### config.mk
export PLATFORM = sky130hd
export DESIGN_NAME = spi_tgt_buffered
export DESIGN_NICKNAME = d
export VERILOG_FILES = /design/src/rtl/spi_tgt_pkg.sv /design/src/rtl/spi_tgt_sync.sv /design/src/rtl/spi_tgt_shift.sv /design/src/rtl/spi_tgt_buffered.sv
export SDC_FILE = /design/constraint.sdc
export NUM_CORES = 1
export LEC_CHECK = 0
export BUFFER_PORTS_ARGS = -buffer_cell sky130_fd_sc_hd__buf_4
export CAP_MARGIN = 20
export CORE_MARGIN = 2
export CORE_UTILIZATION = 45
export DETAILED_ROUTE_END_ITERATION = 10
export HOLD_SLACK_MARGIN = 0.02
export PLACE_DENSITY_LB_ADDON = 0.15
export SKIP_LAST_GASP = 1
export SLEW_MARGIN = 0
export SYNTH_ARGS = -nofsm -noshare
export SYNTH_HDL_FRONTEND = slang
export SYNTH_SLANG_ARGS = --single-unit
export TNS_END_PERCENT = 20
### constraint.sdc
create_clock -name clk -period 2.1 [get_ports clk]
set_input_delay 0.21 -clock clk [delete_from_list [all_inputs] [get_ports clk]]
set_output_delay 0.21 -clock clk [all_outputs]
set_load 0.01 [all_outputs]
### src/rtl/spi_tgt_pkg.sv
package spi_tgt_pkg;
    localparam int unsigned FRAME_W  = 8;
    localparam int unsigned SYNC_LEN = 2;

    // synchronized serial-side view
    typedef struct packed {
        logic sck;
        logic mosi;
        logic cs_n;
    } pins_t;
endpackage

### src/rtl/spi_tgt_sync.sv
module spi_tgt_sync #(
    parameter int unsigned W      = 3,
    parameter int unsigned STAGES = 2
) (
    input  logic         clk,
    input  logic         rst_n,
    input  logic [W-1:0] rst_val,
    input  logic [W-1:0] d,
    output logic [W-1:0] q
);
    logic [W-1:0] st_q [STAGES];

    genvar g;
    generate
        for (g = 0; g < STAGES; g++) begin : g_stage
            always_ff @(posedge clk or negedge rst_n) begin
                if (!rst_n) st_q[g] <= rst_val;
                else if (g == 0) st_q[g] <= d;
                else st_q[g] <= st_q[(g == 0) ? 0 : g - 1];
            end
        end
    endgenerate

    assign q = st_q[STAGES-1];
endmodule

### src/rtl/spi_tgt_shift.sv
module spi_tgt_shift #(
    parameter int unsigned DW = 8
) (
    input  logic          clk,
    input  logic          rst_n,
    input  logic          cs_act,
    input  logic          sck_fall,
    input  logic          sck_rise,
    input  logic          mosi_s,
    input  logic [DW-1:0] load_byte,
    output logic          frame_start,
    output logic          frame_done,
    output logic [DW-1:0] rx_byte,
    output logic          miso
);
    localparam int unsigned CW = (DW > 1) ? $clog2(DW) : 1;

    typedef struct packed {
        logic          active;
        logic [CW-1:0] cnt;
        logic [DW-1:0] tx_sh;
        logic [DW-1:0] rx_sh;
    } sh_t;

    sh_t sh_d, sh_q;

    always_comb begin
        sh_d        = sh_q;
        frame_start = 1'b0;
        frame_done  = 1'b0;
        rx_byte     = {sh_q.rx_sh[DW-2:0], mosi_s};
        if (!cs_act) begin
            sh_d.active = 1'b0;
            sh_d.cnt    = '0;
        end else begin
            if (sck_fall) begin
                if (!sh_q.active) begin
                    frame_start = 1'b1;
                    sh_d.active = 1'b1;
                    sh_d.cnt    = '0;
                    sh_d.tx_sh  = load_byte;
                end else begin
                    sh_d.tx_sh = {sh_q.tx_sh[DW-2:0], 1'b0};
                end
            end
            if (sck_rise && sh_q.active) begin
                sh_d.rx_sh = rx_byte;
                if (sh_q.cnt == CW'(DW - 1)) begin
                    frame_done  = 1'b1;
                    sh_d.active = 1'b0;
                    sh_d.cnt    = '0;
                end else begin
                    sh_d.cnt = sh_q.cnt + 1'b1;
                end
            end
        end
    end

    always_ff @(posedge clk or negedge rst_n) begin
        if (!rst_n) sh_q <= '0;
        else        sh_q <= sh_d;
    end

    assign miso = sh_q.tx_sh[DW-1];
endmodule

### src/rtl/spi_tgt_buffered.sv
module spi_tgt_buffered
    import spi_tgt_pkg::*;
#(
    parameter int unsigned DW       = FRAME_W,
    parameter int unsigned SYNC_STG = SYNC_LEN
) (
    input  logic          clk,
    input  logic          rst_n,
    input  logic          sck,
    input  logic          cs_n,
    input  logic          mosi,
    output logic          miso,
    input  logic          wr_en,
    input  logic [DW-1:0] wr_data,
    input  logic          rd_en,
    output logic [DW-1:0] rd_data,
    input  logic          stat_rd,
    output logic          txe,
    output logic          rxne,
    output logic          bsy,
    output logic          ovr
);
    localparam int unsigned PW = $bits(pins_t);

    pins_t pins_s;
    logic  sck_prev_q;
    logic  sck_rise, sck_fall, cs_act;

    spi_tgt_sync #(.W(PW), .STAGES(SYNC_STG)) u_sync (
        .clk     (clk),
        .rst_n   (rst_n),
        .rst_val (PW'(3'b101)),
        .d       ({sck, mosi, cs_n}),
        .q       (pins_s)
    );

    always_ff @(posedge clk or negedge rst_n) begin
        if (!rst_n) sck_prev_q <= 1'b1;
        else        sck_prev_q <= pins_s.sck;
    end

    assign sck_rise = pins_s.sck & ~sck_prev_q;
    assign sck_fall = ~pins_s.sck & sck_prev_q;
    assign cs_act   = ~pins_s.cs_n;

    typedef struct packed {
        logic [DW-1:0] txbuf;
        logic [DW-1:0] last;
        logic [DW-1:0] rxbuf;
        logic          txe;
        logic          rxne;
        logic          bsy;
        logic          ovr;
        logic          ovr_arm;
    } hs_t;

    hs_t hs_d, hs_q;

    logic          f_start, f_done;
    logic [DW-1:0] f_rx, load_byte;

    assign load_byte = hs_q.txe ? hs_q.last : hs_q.txbuf;

    spi_tgt_shift #(.DW(DW)) u_shift (
        .clk         (clk),
        .rst_n       (rst_n),
        .cs_act      (cs_act),
        .sck_fall    (sck_fall),
        .sck_rise    (sck_rise),
        .mosi_s      (pins_s.mosi),
        .load_byte   (load_byte),
        .frame_start (f_start),
        .frame_done  (f_done),
        .rx_byte     (f_rx),
        .miso        (miso)
    );

    always_comb begin
        hs_d = hs_q;
        // transmit side: buffer handoff at frame start, then host write
        if (f_start) begin
            hs_d.bsy = 1'b1;
            if (!hs_q.txe) begin
                hs_d.last = hs_q.txbuf;
                hs_d.txe  = 1'b1;
            end
        end
        if (wr_en) begin
            hs_d.txbuf = wr_data;
            hs_d.txe   = 1'b0;
        end
        // receive side: host read is taken before a completing frame
        if (rd_en) begin
            hs_d.rxne = 1'b0;
            if (hs_q.ovr) hs_d.ovr_arm = 1'b1;
        end
        if (stat_rd && hs_q.ovr_arm) begin
            hs_d.ovr     = 1'b0;
            hs_d.ovr_arm = 1'b0;
        end
        if (f_done) begin
            if (hs_d.rxne) begin
                hs_d.ovr     = 1'b1;
                hs_d.ovr_arm = 1'b0;
            end else begin
                hs_d.rxbuf = f_rx;
                hs_d.rxne  = 1'b1;
            end
            hs_d.bsy = ~hs_d.txe;
        end
        if (!cs_act) hs_d.bsy = 1'b0;
    end

    always_ff @(posedge clk or negedge rst_n) begin
        if (!rst_n) begin
            hs_q     <= '0;
            hs_q.txe <= 1'b1;
        end else begin
            hs_q <= hs_d;
        end
    end

    assign rd_data = hs_q.rxbuf;
    assign txe     = hs_q.txe;
    assign rxne    = hs_q.rxne;
    assign bsy     = hs_q.bsy;
    assign ovr     = hs_q.ovr;
endmodule


==> summary.txt <==
Outcome
  • Outcome: complete, no violations

Worst setup path
  • Buffers and inverters on the worst path: 0
  • Critical R2R Launch: sck_prev_q
  • Slowest CP cell: dfstp_2
  • Cell family with most CP delay: simple AND/OR/NAND/NOR gates
  • Critical path origin: sck_prev_q
  • Slowest cell delay on critical path: 0.58 ns
  • Crit Path Category: reg2reg
  • CP endpoint kind: flop
  • Required @ worst endpoint: 2.30 ns
  • Worst-path maximum fanout: 8
  • Worst-path cell chain: or3b_1, nor3_4, mux2_2
  • CP Launch Type: flop
  • CP arrival: 2.03 ns

Yosys
  • Count of state elements after synthesis: 55
  • Mapped Area: 0.00234 mm2
  • Synth cell types: 35
  • Synth Area per Inst: 13.7 um2
  • Syn Inst Count: 171
  • Mapped Nets: 189
  • Register area share after synthesis: 0.591
  • Syn. warnings: 0

Final layout
  • NumNets Final: 217
  • Synth-to-Final Area Change: 16.5%
  • Non-filler cells, final: 270
  • Final core utilization: 0.537
  • N_diodes: 0
  • Share of cells above drive strength 1: 0.435

Clocking
  • H-Tree Depth: 2
  • Reg clk slew, reported paths: 0.10 ns
  • Root Driver: clkbuf_8
  • TritonCTS Buffers: 5
  • CTS tree: built
  • Max clock buf depth: 2
  • Worst-skew pair later-pin latency: 0.31 ns
  • Clock sink count: 55

Power and ir drop
  • P_sw: 0.521 mW
  • Power per cell area: 808 mW/mm2
  • Part of the power in registers: 0.569
  • Leak pwr: 1.28 nW
  • Logic pwr share: 0.109
  • Sw frac: 0.236
  • P_int: 1.68 mW
  • VDD IR max: 0.366 mV
  • Clk network pwr share: 0.322

Die
  • CORE AREA: 0.00507 mm2
  • Die area: 0.00579 mm2
  • Die span in y: 76.1 um
  • Die Wd: 76.1 um
  • Row count: 26
  • Initial Util: 0.461
  • IO Count: 29

STA
  • Worst-margin pin slew: 0.663 ns
  • Post-route setup TNS: 0 ns
  • Tcrit/Tclk final: 0.872
  • Clk_skew: 0.00639 ns
  • Endpoints failing hold: 0
  • RSZ-0062 raised after global routing: false
  • Max-slew headroom: 0.558
  • Post-route minimum period: 1.83 ns
  • Max Slew Vio Count: 0
  • Max Clk Rate: 546 MHz
  • Final setup viols: 0

Placed design
  • Input/output buffers: 28
  • Hpwl dp: 2580 um
  • Gpl congestion: 0.753
  • Placed cell count: 258

Global route
  • Antenna violations before repair: 0
  • Total GRT Usage: 0.144
  • Number of global-route vias before repair: 1419
  • First-pass GRT wire length: 6580 um
  • Largest net degree at the start of global routing: 56
  • Total grt overflow: 0

Detailed routing
  • DR pass1 iterations: 4
  • Drt initial violations: 59
  • Antenna Nets Post-Route: 0
  • Routed wire length: 3770 um
  • Vias/cell: 5.10
  • # DRC: 0
  • Routed len/inst: 14.0 um
  • DR vias: 1376

Job
  • Max-Cap Viols: 0

Min path
  • Hold path start: wr_data[0]
  • Hold WC Path Type: in2reg
flip-flops by register name, indices dropped and copies added, names as in the netlist:
signal / flops
u_shift.miso: 1
txe: 1
u_shift.sh_q: 11
rd_data: 8
u_sync.q: 3
sck_prev_q: 1
u_sync.st_q: 3
bsy: 1
hs_q: 17
u_shift.rx_byte: 7
rxne: 1
ovr: 1
cell usage after synthesis (all sizes together):
library cell	number	area share
ha	2	0.011
nor2b	2	0.0053
o21bai	1	0.0032
or3b	1	0.0037
nor2	4	0.0064
nor4b	1	0.0037
mux2	38	0.18
o21ba	1	0.0043
a2111oi	1	0.0037
clkbuf	3	0.0053
dfrtp	49	0.52
nand2b	5	0.013
o21ai	8	0.017
nor3	4	0.016
o31ai	1	0.0032
o22ai	2	0.0053
a311oi	1	0.0037
nor4bb	1	0.0043
nand2	10	0.016
dfstp	6	0.067
inv	1	0.0016
nand3b	2	0.0064
buf	12	0.036
a221oi	1	0.0037
a21o	1	0.0032
a21oi	2	0.0043
mux2i	9	0.039
or4	1	0.0032
nor3b	1	0.0032
per-stage QoR:
stage / setup slack (ns) / instance area, um2 / power (mW) / hold WS, ns
after global routing: 0.153 / 2730 / 2.32 / 0.105
after floorplan: 0.322 / 2340 / 1.42 / -0.0856
after global placement: 0.314 / 2570 / 1.50 / 0.280
after detailed placement: 0.273 / 2570 / 1.51 / 0.294
final: 0.269 / 2730 / 2.20 / 0.121
after CTS: 0.267 / 2730 / 2.24 / 0.109
power groups by stage:
| stage | combinational (mW) | clock, mW | sequential (mW) |
|---|---|---|---|
| 2_1_floorplan | 0.169 | 0 | 1.25 |
| 3_3_place_gp | 0.227 | 0 | 1.27 |
| 3_5_place_dp | 0.239 | 0 | 1.28 |
| 4_1_cts | 0.245 | 0.742 | 1.26 |
| 5_1_grt | 0.265 | 0.781 | 1.27 |
| 6_report | 0.239 | 0.710 | 1.25 |
cell type report:
class | instances | area, um2
fillers | 470 | 2350
flip-flops and latches | 55 | 1380
multi-input cells | 100 | 855
repair buffers | 36 | 280
well taps | 70 | 87.6
clock buffers | 5 | 68.8
clock inverters | 3 | 46.3
inverters | 1 | 3.75
kinds of logic (layout without fill, tap and decap cells):
kind of cell / count (synthesis) / count (layout) / share of synthesized area
flops: 55 / 55 / 0.591
mux: 47 / 47 / 0.221
simple gates: 32 / 32 / 0.0813
compound gates: 19 / 19 / 0.0519
buf+inv: 16 / 45 / 0.0433
fa+ha+maj: 2 / 2 / 0.0107
metal layers:
| metal | vias up | GRT usage | wire length [um] |
|---|---|---|---|
| met3 | 8 | 0.0391 | 149 |
| met2 | 24 | 0.250 | 1920 |
| met5 | - | 0 | 0 |
| met4 | 0 | 0.0655 | 72 |
| met1 | 692 | 0.166 | 1630 |
| li1 | 652 | - | - |
repair_timing:
| action | 4_1_cts | 5_1_grt |
|---|---|---|
| resized for setup | 0 | 0 |
| setup buffers | 0 | 0 |
| hold buffers | 4 | 0 |
| hold endpoints to repair | 52 | 0 |
final timing paths:
check,cells past startpoint,endpoint,slack (ns)
worst min register to register,0,u_sync.q[0],0.36
worst min-delay path,2,hs_q[21],0.12
max in group asynchronous,2,u_shift.sh_q[12],1.19
worst max register to register,3,hs_q[17],0.27
worst max-delay path,3,hs_q[17],0.27
min in group asynchronous,2,ovr,0.47
placed cells by master (no fill, tap or decap), types with 2 or more instances in the layout:
cell and n:
ha_1 2, nor2b_1 2, dlygate4sd3_1 4, o21ai_0 8, nor3_1 2, mux2i_1 9, nand2b_1 5, buf_4 32
nand2_1 10, o22ai_1 2, a21oi_1 2, dfstp_2 6, nand3b_1 2, mux2_2 38, dfrtp_1 49, nor2_1 4
clkbuf_8 5
No activity file was read; power rests on OpenSTA's default activity.
